## src/rtl/uart_evt_pkg.sv

```systemverilog
package uart_evt_pkg;
  localparam int unsigned BUS_W = 32;

  // word offsets
  localparam int unsigned OFS_RX_GO    = 0;
  localparam int unsigned OFS_RX_HALT  = 1;
  localparam int unsigned OFS_TX_GO    = 2;
  localparam int unsigned OFS_TX_HALT  = 3;
  localparam int unsigned OFS_EV_BASE  = 4;
  localparam int unsigned OFS_MASK     = 8;
  localparam int unsigned OFS_MASK_SET = 9;
  localparam int unsigned OFS_MASK_CLR = 10;
  localparam int unsigned OFS_FAULT    = 11;
  localparam int unsigned OFS_ON       = 12;
  localparam int unsigned OFS_PIN_BASE = 13;
  localparam int unsigned OFS_RX_DATA  = 17;
  localparam int unsigned OFS_TX_DATA  = 18;
  localparam int unsigned OFS_RATE     = 19;

  // event indices (also mask bit positions)
  localparam int unsigned EV_RXRDY = 0;
  localparam int unsigned EV_TXFIN = 1;
  localparam int unsigned EV_FAULT = 2;
  localparam int unsigned EV_RXTO  = 3;
  localparam int unsigned NUM_EV   = 4;
  localparam int unsigned NUM_PIN  = 4;

  localparam logic [BUS_W-1:0] PIN_RST  = '1;
  localparam logic [BUS_W-1:0] RATE_RST = 32'h0400_0000;
  localparam logic [BUS_W-1:0] BRK_BITS = 32'h0000_0003;
endpackage

```

## src/rtl/uart_evt_rxfifo.sv

```systemverilog
module uart_evt_rxfifo #(
  parameter int unsigned DEPTH  = 6,
  parameter int unsigned BYTE_W = 8,
  localparam int unsigned PW = (DEPTH > 1) ? $clog2(DEPTH) : 1,
  localparam int unsigned CW = $clog2(DEPTH + 1)
) (
  input  logic              clk,
  input  logic              rst,
  input  logic              push,
  input  logic [BYTE_W-1:0] push_data,
  input  logic              pop,
  output logic [BYTE_W-1:0] head_data,
  output logic [CW-1:0]     count,
  output logic              full,
  output logic              empty
);
  logic [BYTE_W-1:0] mem [DEPTH];
  logic [PW-1:0]     head_q;
  logic [CW-1:0]     count_q;
  logic [PW:0]       tail_sum;
  logic [PW-1:0]     tail;
  logic [PW-1:0]     head_nx;

  assign tail_sum = {1'b0, head_q} + (PW+1)'(count_q);
  assign tail = (tail_sum >= (PW+1)'(DEPTH)) ? PW'(tail_sum - (PW+1)'(DEPTH))
                                              : PW'(tail_sum);
  assign head_nx = (head_q == PW'(DEPTH - 1)) ? '0 : head_q + PW'(1);

  // storage without reset so it maps to RAM
  always_ff @(posedge clk) begin
    if (push) mem[tail] <= push_data;
  end

  always_ff @(posedge clk) begin
    if (rst) begin
      head_q  <= '0;
      count_q <= '0;
    end else begin
      if (pop) head_q <= head_nx;
      case ({push, pop})
        2'b10:   count_q <= count_q + CW'(1);
        2'b01:   count_q <= count_q - CW'(1);
        default: count_q <= count_q;
      endcase
    end
  end

  assign head_data = mem[head_q];
  assign count     = count_q;
  assign full      = (count_q == CW'(DEPTH));
  assign empty     = (count_q == '0);
endmodule

```

## src/rtl/uart_evt_txpath.sv

```systemverilog
module uart_evt_txpath #(
  parameter int unsigned BYTE_W = 8
) (
  input  logic              clk,
  input  logic              rst,
  input  logic              load,
  input  logic [BYTE_W-1:0] load_data,
  input  logic              done_in,
  output logic              busy,
  output logic [BYTE_W-1:0] byte_out,
  output logic              finished
);
  logic              busy_q;
  logic [BYTE_W-1:0] byte_q;

  assign finished = done_in & busy_q;

  always_ff @(posedge clk) begin
    if (rst) begin
      busy_q <= 1'b0;
      byte_q <= '0;
    end else if (load && !busy_q) begin
      busy_q <= 1'b1;
      byte_q <= load_data;
    end else if (finished) begin
      busy_q <= 1'b0;
    end
  end

  assign busy     = busy_q;
  assign byte_out = byte_q;
endmodule

```

## src/rtl/uart_evt_irq.sv

```systemverilog
module uart_evt_irq #(
  parameter int unsigned N = 4
) (
  input  logic [N-1:0] ev_nz,
  input  logic [N-1:0] mask,
  output logic         irq
);
  logic [N-1:0] term;

  for (genvar g = 0; g < N; g++) begin : g_term
    assign term[g] = ev_nz[g] & mask[g];
  end

  assign irq = |term;
endmodule

```

## src/rtl/uart_evt_ctrl.sv

```systemverilog
module uart_evt_ctrl
  import uart_evt_pkg::*;
#(
  parameter int unsigned ADDR_W = 5,
  parameter int unsigned BYTE_W = 8,
  parameter int unsigned DEPTH  = 6,
  localparam int unsigned CW = $clog2(DEPTH + 1)
) (
  input  logic              clk,
  input  logic              rst,
  input  logic              bus_sel,
  input  logic              bus_we,
  input  logic [ADDR_W-1:0] bus_addr,
  input  logic [31:0]       bus_wdata,
  output logic [31:0]       bus_rdata,
  output logic              irq,
  input  logic [BYTE_W-1:0] rx_byte,
  input  logic              rx_valid,
  output logic              rx_ready,
  input  logic              rx_break,
  output logic [BYTE_W-1:0] tx_byte,
  output logic              tx_req,
  input  logic              tx_done
);
  function automatic logic hit(input int unsigned ofs);
    return bus_addr == ADDR_W'(ofs);
  endfunction

  logic [BUS_W-1:0] on_q, mask_q, fault_q, rate_q, rdata_q, rd_mux;
  logic [BUS_W-1:0] ev_q  [NUM_EV];
  logic [BUS_W-1:0] pin_q [NUM_PIN];
  logic [NUM_EV-1:0] ev_set, ev_wr, ev_nz;
  logic rx_on_q, tx_on_q;
  logic wr_req, rd_req, wr_ok;
  logic go_rx, halt_rx, go_tx, halt_tx;
  logic rx_push, rx_pop, tx_load, tx_fin, tx_busy;
  logic [BYTE_W-1:0] head_byte;
  logic [CW-1:0]     fifo_count;
  logic fifo_full, fifo_empty;

  assign wr_req = bus_sel & bus_we;
  assign rd_req = bus_sel & ~bus_we;
  assign wr_ok  = wr_req & (on_q[0] | hit(OFS_ON));

  assign go_rx   = wr_ok & hit(OFS_RX_GO)   & bus_wdata[0];
  assign halt_rx = wr_ok & hit(OFS_RX_HALT) & bus_wdata[0];
  assign go_tx   = wr_ok & hit(OFS_TX_GO)   & bus_wdata[0];
  assign halt_tx = wr_ok & hit(OFS_TX_HALT) & bus_wdata[0];

  assign rx_ready = rx_on_q & ~fifo_full;
  assign rx_push  = rx_valid & rx_ready;
  assign rx_pop   = rd_req & hit(OFS_RX_DATA) & rx_on_q & ~fifo_empty;
  assign tx_load  = wr_ok & hit(OFS_TX_DATA) & tx_on_q & ~tx_busy;

  uart_evt_rxfifo #(.DEPTH(DEPTH), .BYTE_W(BYTE_W)) u_rxfifo (
    .clk(clk), .rst(rst), .push(rx_push), .push_data(rx_byte),
    .pop(rx_pop), .head_data(head_byte), .count(fifo_count),
    .full(fifo_full), .empty(fifo_empty)
  );

  uart_evt_txpath #(.BYTE_W(BYTE_W)) u_txpath (
    .clk(clk), .rst(rst), .load(tx_load), .load_data(bus_wdata[BYTE_W-1:0]),
    .done_in(tx_done), .busy(tx_busy), .byte_out(tx_byte), .finished(tx_fin)
  );

  assign tx_req = tx_busy;

  // hardware event sources
  always_comb begin
    ev_set           = '0;
    ev_set[EV_RXRDY] = rx_push | (rx_pop & (fifo_count > CW'(1)));
    ev_set[EV_TXFIN] = tx_fin;
    ev_set[EV_FAULT] = rx_break;
    ev_set[EV_RXTO]  = halt_rx;
  end

  for (genvar g = 0; g < NUM_EV; g++) begin : g_ev
    assign ev_wr[g] = wr_ok & hit(OFS_EV_BASE + g);
    always_ff @(posedge clk) begin
      if (rst)            ev_q[g] <= '0;
      else if (ev_set[g]) ev_q[g] <= 32'd1;
      else if (ev_wr[g])  ev_q[g] <= bus_wdata;
    end
    assign ev_nz[g] = |ev_q[g];
  end

  for (genvar g = 0; g < NUM_PIN; g++) begin : g_pin
    always_ff @(posedge clk) begin
      if (rst)                                pin_q[g] <= PIN_RST;
      else if (wr_ok && hit(OFS_PIN_BASE + g)) pin_q[g] <= bus_wdata;
    end
  end

  always_ff @(posedge clk) begin
    if (rst) begin
      on_q    <= '0;
      mask_q  <= '0;
      fault_q <= '0;
      rate_q  <= RATE_RST;
      rx_on_q <= 1'b0;
      tx_on_q <= 1'b0;
    end else begin
      if (wr_ok && hit(OFS_ON))   on_q   <= bus_wdata;
      if (wr_ok && hit(OFS_RATE)) rate_q <= bus_wdata;

      if (wr_ok && hit(OFS_MASK))          mask_q <= bus_wdata;
      else if (wr_ok && hit(OFS_MASK_SET)) mask_q <= mask_q | bus_wdata;
      else if (wr_ok && hit(OFS_MASK_CLR)) mask_q <= mask_q & ~bus_wdata;

      fault_q <= ((wr_ok && hit(OFS_FAULT)) ? (fault_q & ~bus_wdata) : fault_q)
               | (rx_break ? BRK_BITS : '0);

      if (go_rx)        rx_on_q <= 1'b1;
      else if (halt_rx) rx_on_q <= 1'b0;
      if (go_tx)        tx_on_q <= 1'b1;
      else if (halt_tx) tx_on_q <= 1'b0;
    end
  end

  always_comb begin
    rd_mux = '0;
    if (hit(OFS_MASK))    rd_mux = mask_q;
    if (hit(OFS_FAULT))   rd_mux = fault_q;
    if (hit(OFS_ON))      rd_mux = on_q;
    if (hit(OFS_RATE))    rd_mux = rate_q;
    if (hit(OFS_RX_DATA)) rd_mux = BUS_W'(head_byte);
    if (hit(OFS_TX_DATA)) rd_mux = BUS_W'(tx_byte);
    for (int i = 0; i < NUM_EV; i++)
      if (hit(OFS_EV_BASE + i)) rd_mux = ev_q[i];
    for (int i = 0; i < NUM_PIN; i++)
      if (hit(OFS_PIN_BASE + i)) rd_mux = pin_q[i];
  end

  always_ff @(posedge clk) begin
    if (rst)         rdata_q <= '0;
    else if (rd_req) rdata_q <= rd_mux;
  end
  assign bus_rdata = rdata_q;

  uart_evt_irq #(.N(NUM_EV)) u_irq (
    .ev_nz(ev_nz), .mask(mask_q[NUM_EV-1:0]), .irq(irq)
  );
endmodule

```

## config.mk

```make
export PLATFORM = sky130hd
export DESIGN_NAME = uart_evt_ctrl
export DESIGN_NICKNAME = d
export VERILOG_FILES = /design/src/rtl/uart_evt_pkg.sv /design/src/rtl/uart_evt_rxfifo.sv /design/src/rtl/uart_evt_txpath.sv /design/src/rtl/uart_evt_irq.sv /design/src/rtl/uart_evt_ctrl.sv
export SDC_FILE = /design/constraint.sdc
export NUM_CORES = 1
export LEC_CHECK = 0
export BUFFER_PORTS_ARGS = -buffer_cell sky130_fd_sc_hd__buf_4
export CORE_ASPECT_RATIO = 0.9
export CORE_MARGIN = 8
export CORE_UTILIZATION = 60
export DETAILED_ROUTE_END_ITERATION = 6
export PLACE_DENSITY = 0.85
export SLEW_MARGIN = 0
export SYNTH_ARGS = -nofsm -noshare
export SYNTH_HDL_FRONTEND = slang
export SYNTH_SLANG_ARGS = --single-unit
```

## constraint.sdc

```tcl
create_clock -name clk -period 11 [get_ports clk]
set_clock_uncertainty 0.2 [all_clocks]
set_input_delay 1.1 -clock clk [delete_from_list [all_inputs] [get_ports clk]]
set_output_delay 1.1 -clock clk [all_outputs]
set_load 0.1 [all_outputs]
```

==> results.ini <==
[cells_and_area]
area_delta_synth_final_pct=12.1
n_antenna_cell=0
finalNetCount=2188
fillCellCount=2559
final_cell_mix=edfxtp_1 (304), nand2_1 (257), a21oi_1 (208)
final_common_cell=edfxtp_1
fin_area_mm2=0.0248
final_cells=2642
layout-drive-gt1-share=0.120

[power_and_ir_drop]
ir_drop_mv=0.109
p_switching_mw=0.951
power_density_mw_per_mm2=167
p_int_mw=3.18
cellLeakagePower_nw=8.12
netSwitchingFraction=0.231
pwr-share-comb=0.066
clkPwrFrac=0.457
seq_power_share=0.477

[sta]
finalSetupTns_ns=0
max_slew.worst_pin.slew_ns=1.20
setup_viol=0
fmax_mhz=236
layout_setup_ws_ns=6.76
period_share=0.385
grt_setup_unrepaired=false
hold_violations=0
max_slew_margin=0.200
final_max_slew_viol_count=0
period_needed_ns=4.24
whs_ns=0.254

[global_route]
use_met2=0.466
grtUsageMet1=0.428
overflow=0
grtUsageMet3=0.0807
grt_pass1_vias=17639
busiest_layer=met2
grt_pass1_wl_um=104000
grt_antenna_before_repair=2
grt_usage=0.307
grt_max_degree=131

[synthesis]
synth.avg_cell_area_um2=10.3
syn-instance-count=2150
synthArstFlopShare=0
ys_top_cells_by_area=edfxtp_1 (41%), dfxtp_1 (16%), a21oi_1 (4.7%), nand2_1 (4.4%), or3_1 (4.0%)
synthFlopType=edfxtp_1
synth-edff-count=304
yosysSeqAreaShare=0.576
synth_top_area_cell=edfxtp_1
synth-warning-count=0
synth.top_cell.area_share=0.413
synthesis.nets=2212
ys_ff_latch=484
yosysUniqueCellTypes=73
synth_area_mm2=0.0221

[worst_setup_path]
slowest_stage=buf_4
arrival_ns=4.36
crit_buf_inv=4
crit_fanout=130
regToRegSetupSlack_ns=7.89
crit_required_ns=11.12
critical_path.cell_chain=buf_4, and2b_1, nand2_2, a21o_1, buf_4, nand2b_4, buf_4, nor3_2, buf_4, and2_1
r2r_start=on_q[0]
cp-end-kind=flop
worst_path_most_repeated_cell=buf_4
cp-start-kind=input pin
reg2reg_to=ev_q[2][15]
rr_worst_depth=8
cp_slowest_stage_delay_ns=0.82
worstSetupPathType=input pin to flop
worst_path_dominant_cell_family=buffers and inverters

[clocking]
post_cts_buffers=0
clk_latency_ns=0.58
cts_hold_buf=0
cts_resized=0
clkTransAtPathRegs_ns=0.06
clock-root-buffer=clkbuf_16
cts_tree=yes
numClockSinks=484
cts_buffers=49
h-tree-depth=2
clk_path_buf_depth=3

[hold_path]
hp-start=rate_q[17]
whs_path_depth=2
hold_path.class=flop to flop
hold_end=rate_q[17]

[floorplan]
core.rowCount=66
die-width_um=218
io_pins=95
core_mm2=0.0363
start_util=0.610
die-area_mm2=0.0432
dieHeight_um=198

[run]
drv_cap=0

[placement]
dpl_cell_area_mm2=0.0229
dp_slack_ns=6.29
dpl.hpwl_um=43700
dp_cells=2551
io_buffers=94
gp_routability_congestion=0.949

[route]
firstDrtPassIters=6
vias=18288
finalWirelength_um=68200
drc=0
avgViaCountPerCell=6.92
ant_nets=0
wire_per_inst_um=25.8
first_iter_violations=3151

[status]
status=finished clean

[state kept, by name (all words and copies together) (netlist names), named ones only]
register / cells
ev_q: 128
u_rxfifo.count: 3
u_txpath.busy: 1
u_txpath.byte_out: 8
rx_on_q: 1
bus_rdata: 32
pin_q: 128
rate_q: 32
u_rxfifo.head_q: 3
fault_q: 32
on_q: 32
tx_on_q: 1
u_rxfifo.mem: 48
[logic make-up after synthesis]
| kind of cell | share of synthesized area |
|---|---|
| DFF | 0.576 |
| muxes | 0.0186 |
| AOI/OAI and AO/OA | 0.170 |
| and+or+nand+nor | 0.185 |
| adders and majority gates | 0.00600 |
| xor gates and xnor gates | 0.00277 |
| buffers and inverters | 0.0410 |
[synth_stat cells, types with 5 or more instances]
master and number:
nand4_1 14, o21ai_0 154, and3_1 35, a21o_1 25, and2_1 128, or3_1 142, mux4_2 7, nor4_1 36
o221ai_1 8, nor2_1 94, o22a_1 15, a221oi_1 23, mux2i_1 22, a211oi_1 9, edfxtp_1 304, o32ai_1 5
ha_1 9, a21oi_1 208, inv_1 8, nor2b_1 8, nor3_2 5, o211ai_1 7, a22oi_1 69, dfxtp_1 180
clkbuf_1 148, buf_2 50, buf_1 5, nand2_1 257, nand2b_1 9, nor3_1 7, a21boi_0 25, nand3_1 17
xor2_1 5, o22ai_1 38, o21ai_1 9
[per-stage QoR]
step           power, mW   util
2_1_floorplan       2.16      -
3_3_place_gp        2.26  0.632
3_5_place_dp        2.27  0.632
4_1_cts             4.11  0.683
5_1_grt             4.20  0.683
6_report            4.13  0.683
[worst max-delay path by stage]
stage | start | end | cells past startpoint
floorplan | bus_addr[2] | ev_q[3][0] | 6
global placement | bus_addr[0] | ev_q[2][26] | 10
detailed placement | bus_addr[0] | ev_q[2][15] | 10
CTS | bus_addr[0] | ev_q[2][24] | 10
global route | bus_addr[0] | ev_q[2][29] | 10
finish | bus_addr[0] | ev_q[2][15] | 10
[layer usage]
metal / wire length (µm) / share of wire / vias to the layer above
li1: - / - / 7846
met1: 25400 / 0.37 / 8741
met2: 30200 / 0.44 / 1482
met3: 10500 / 0.15 / 217
met4: 2090 / 0.031 / 2
met5: 9 / 0.00013 / -
[tightest hold or removal path, cell delays in order (launching register included)]
cell and delay, ns:
dfxtp_1 0.31, nand2_1 0.05, a21oi_1 0.05
[final cells by class]
class,count,area (µm²),area share
clock inverter,27,397,0.0160
sequential,484,12700,0.514
timing repair buffer,133,998,0.0403
inverter,10,37.5,0.00152
tap,476,596,0.0240
multi-input combinational,1448,8560,0.346
clock buffer,64,1450,0.0585
[power groups by stage]
stage	Sequential [mW]	Clock, mW	Combinational (mW)
final	1.97	1.89	0.272
after global routing	1.97	1.95	0.280
after CTS	1.97	1.88	0.262
after detailed placement	2.01	0	0.260
after global placement	2.00	0	0.255
after floorplan	2.05	0	0.118
Power figures use the tool's default switching activity.
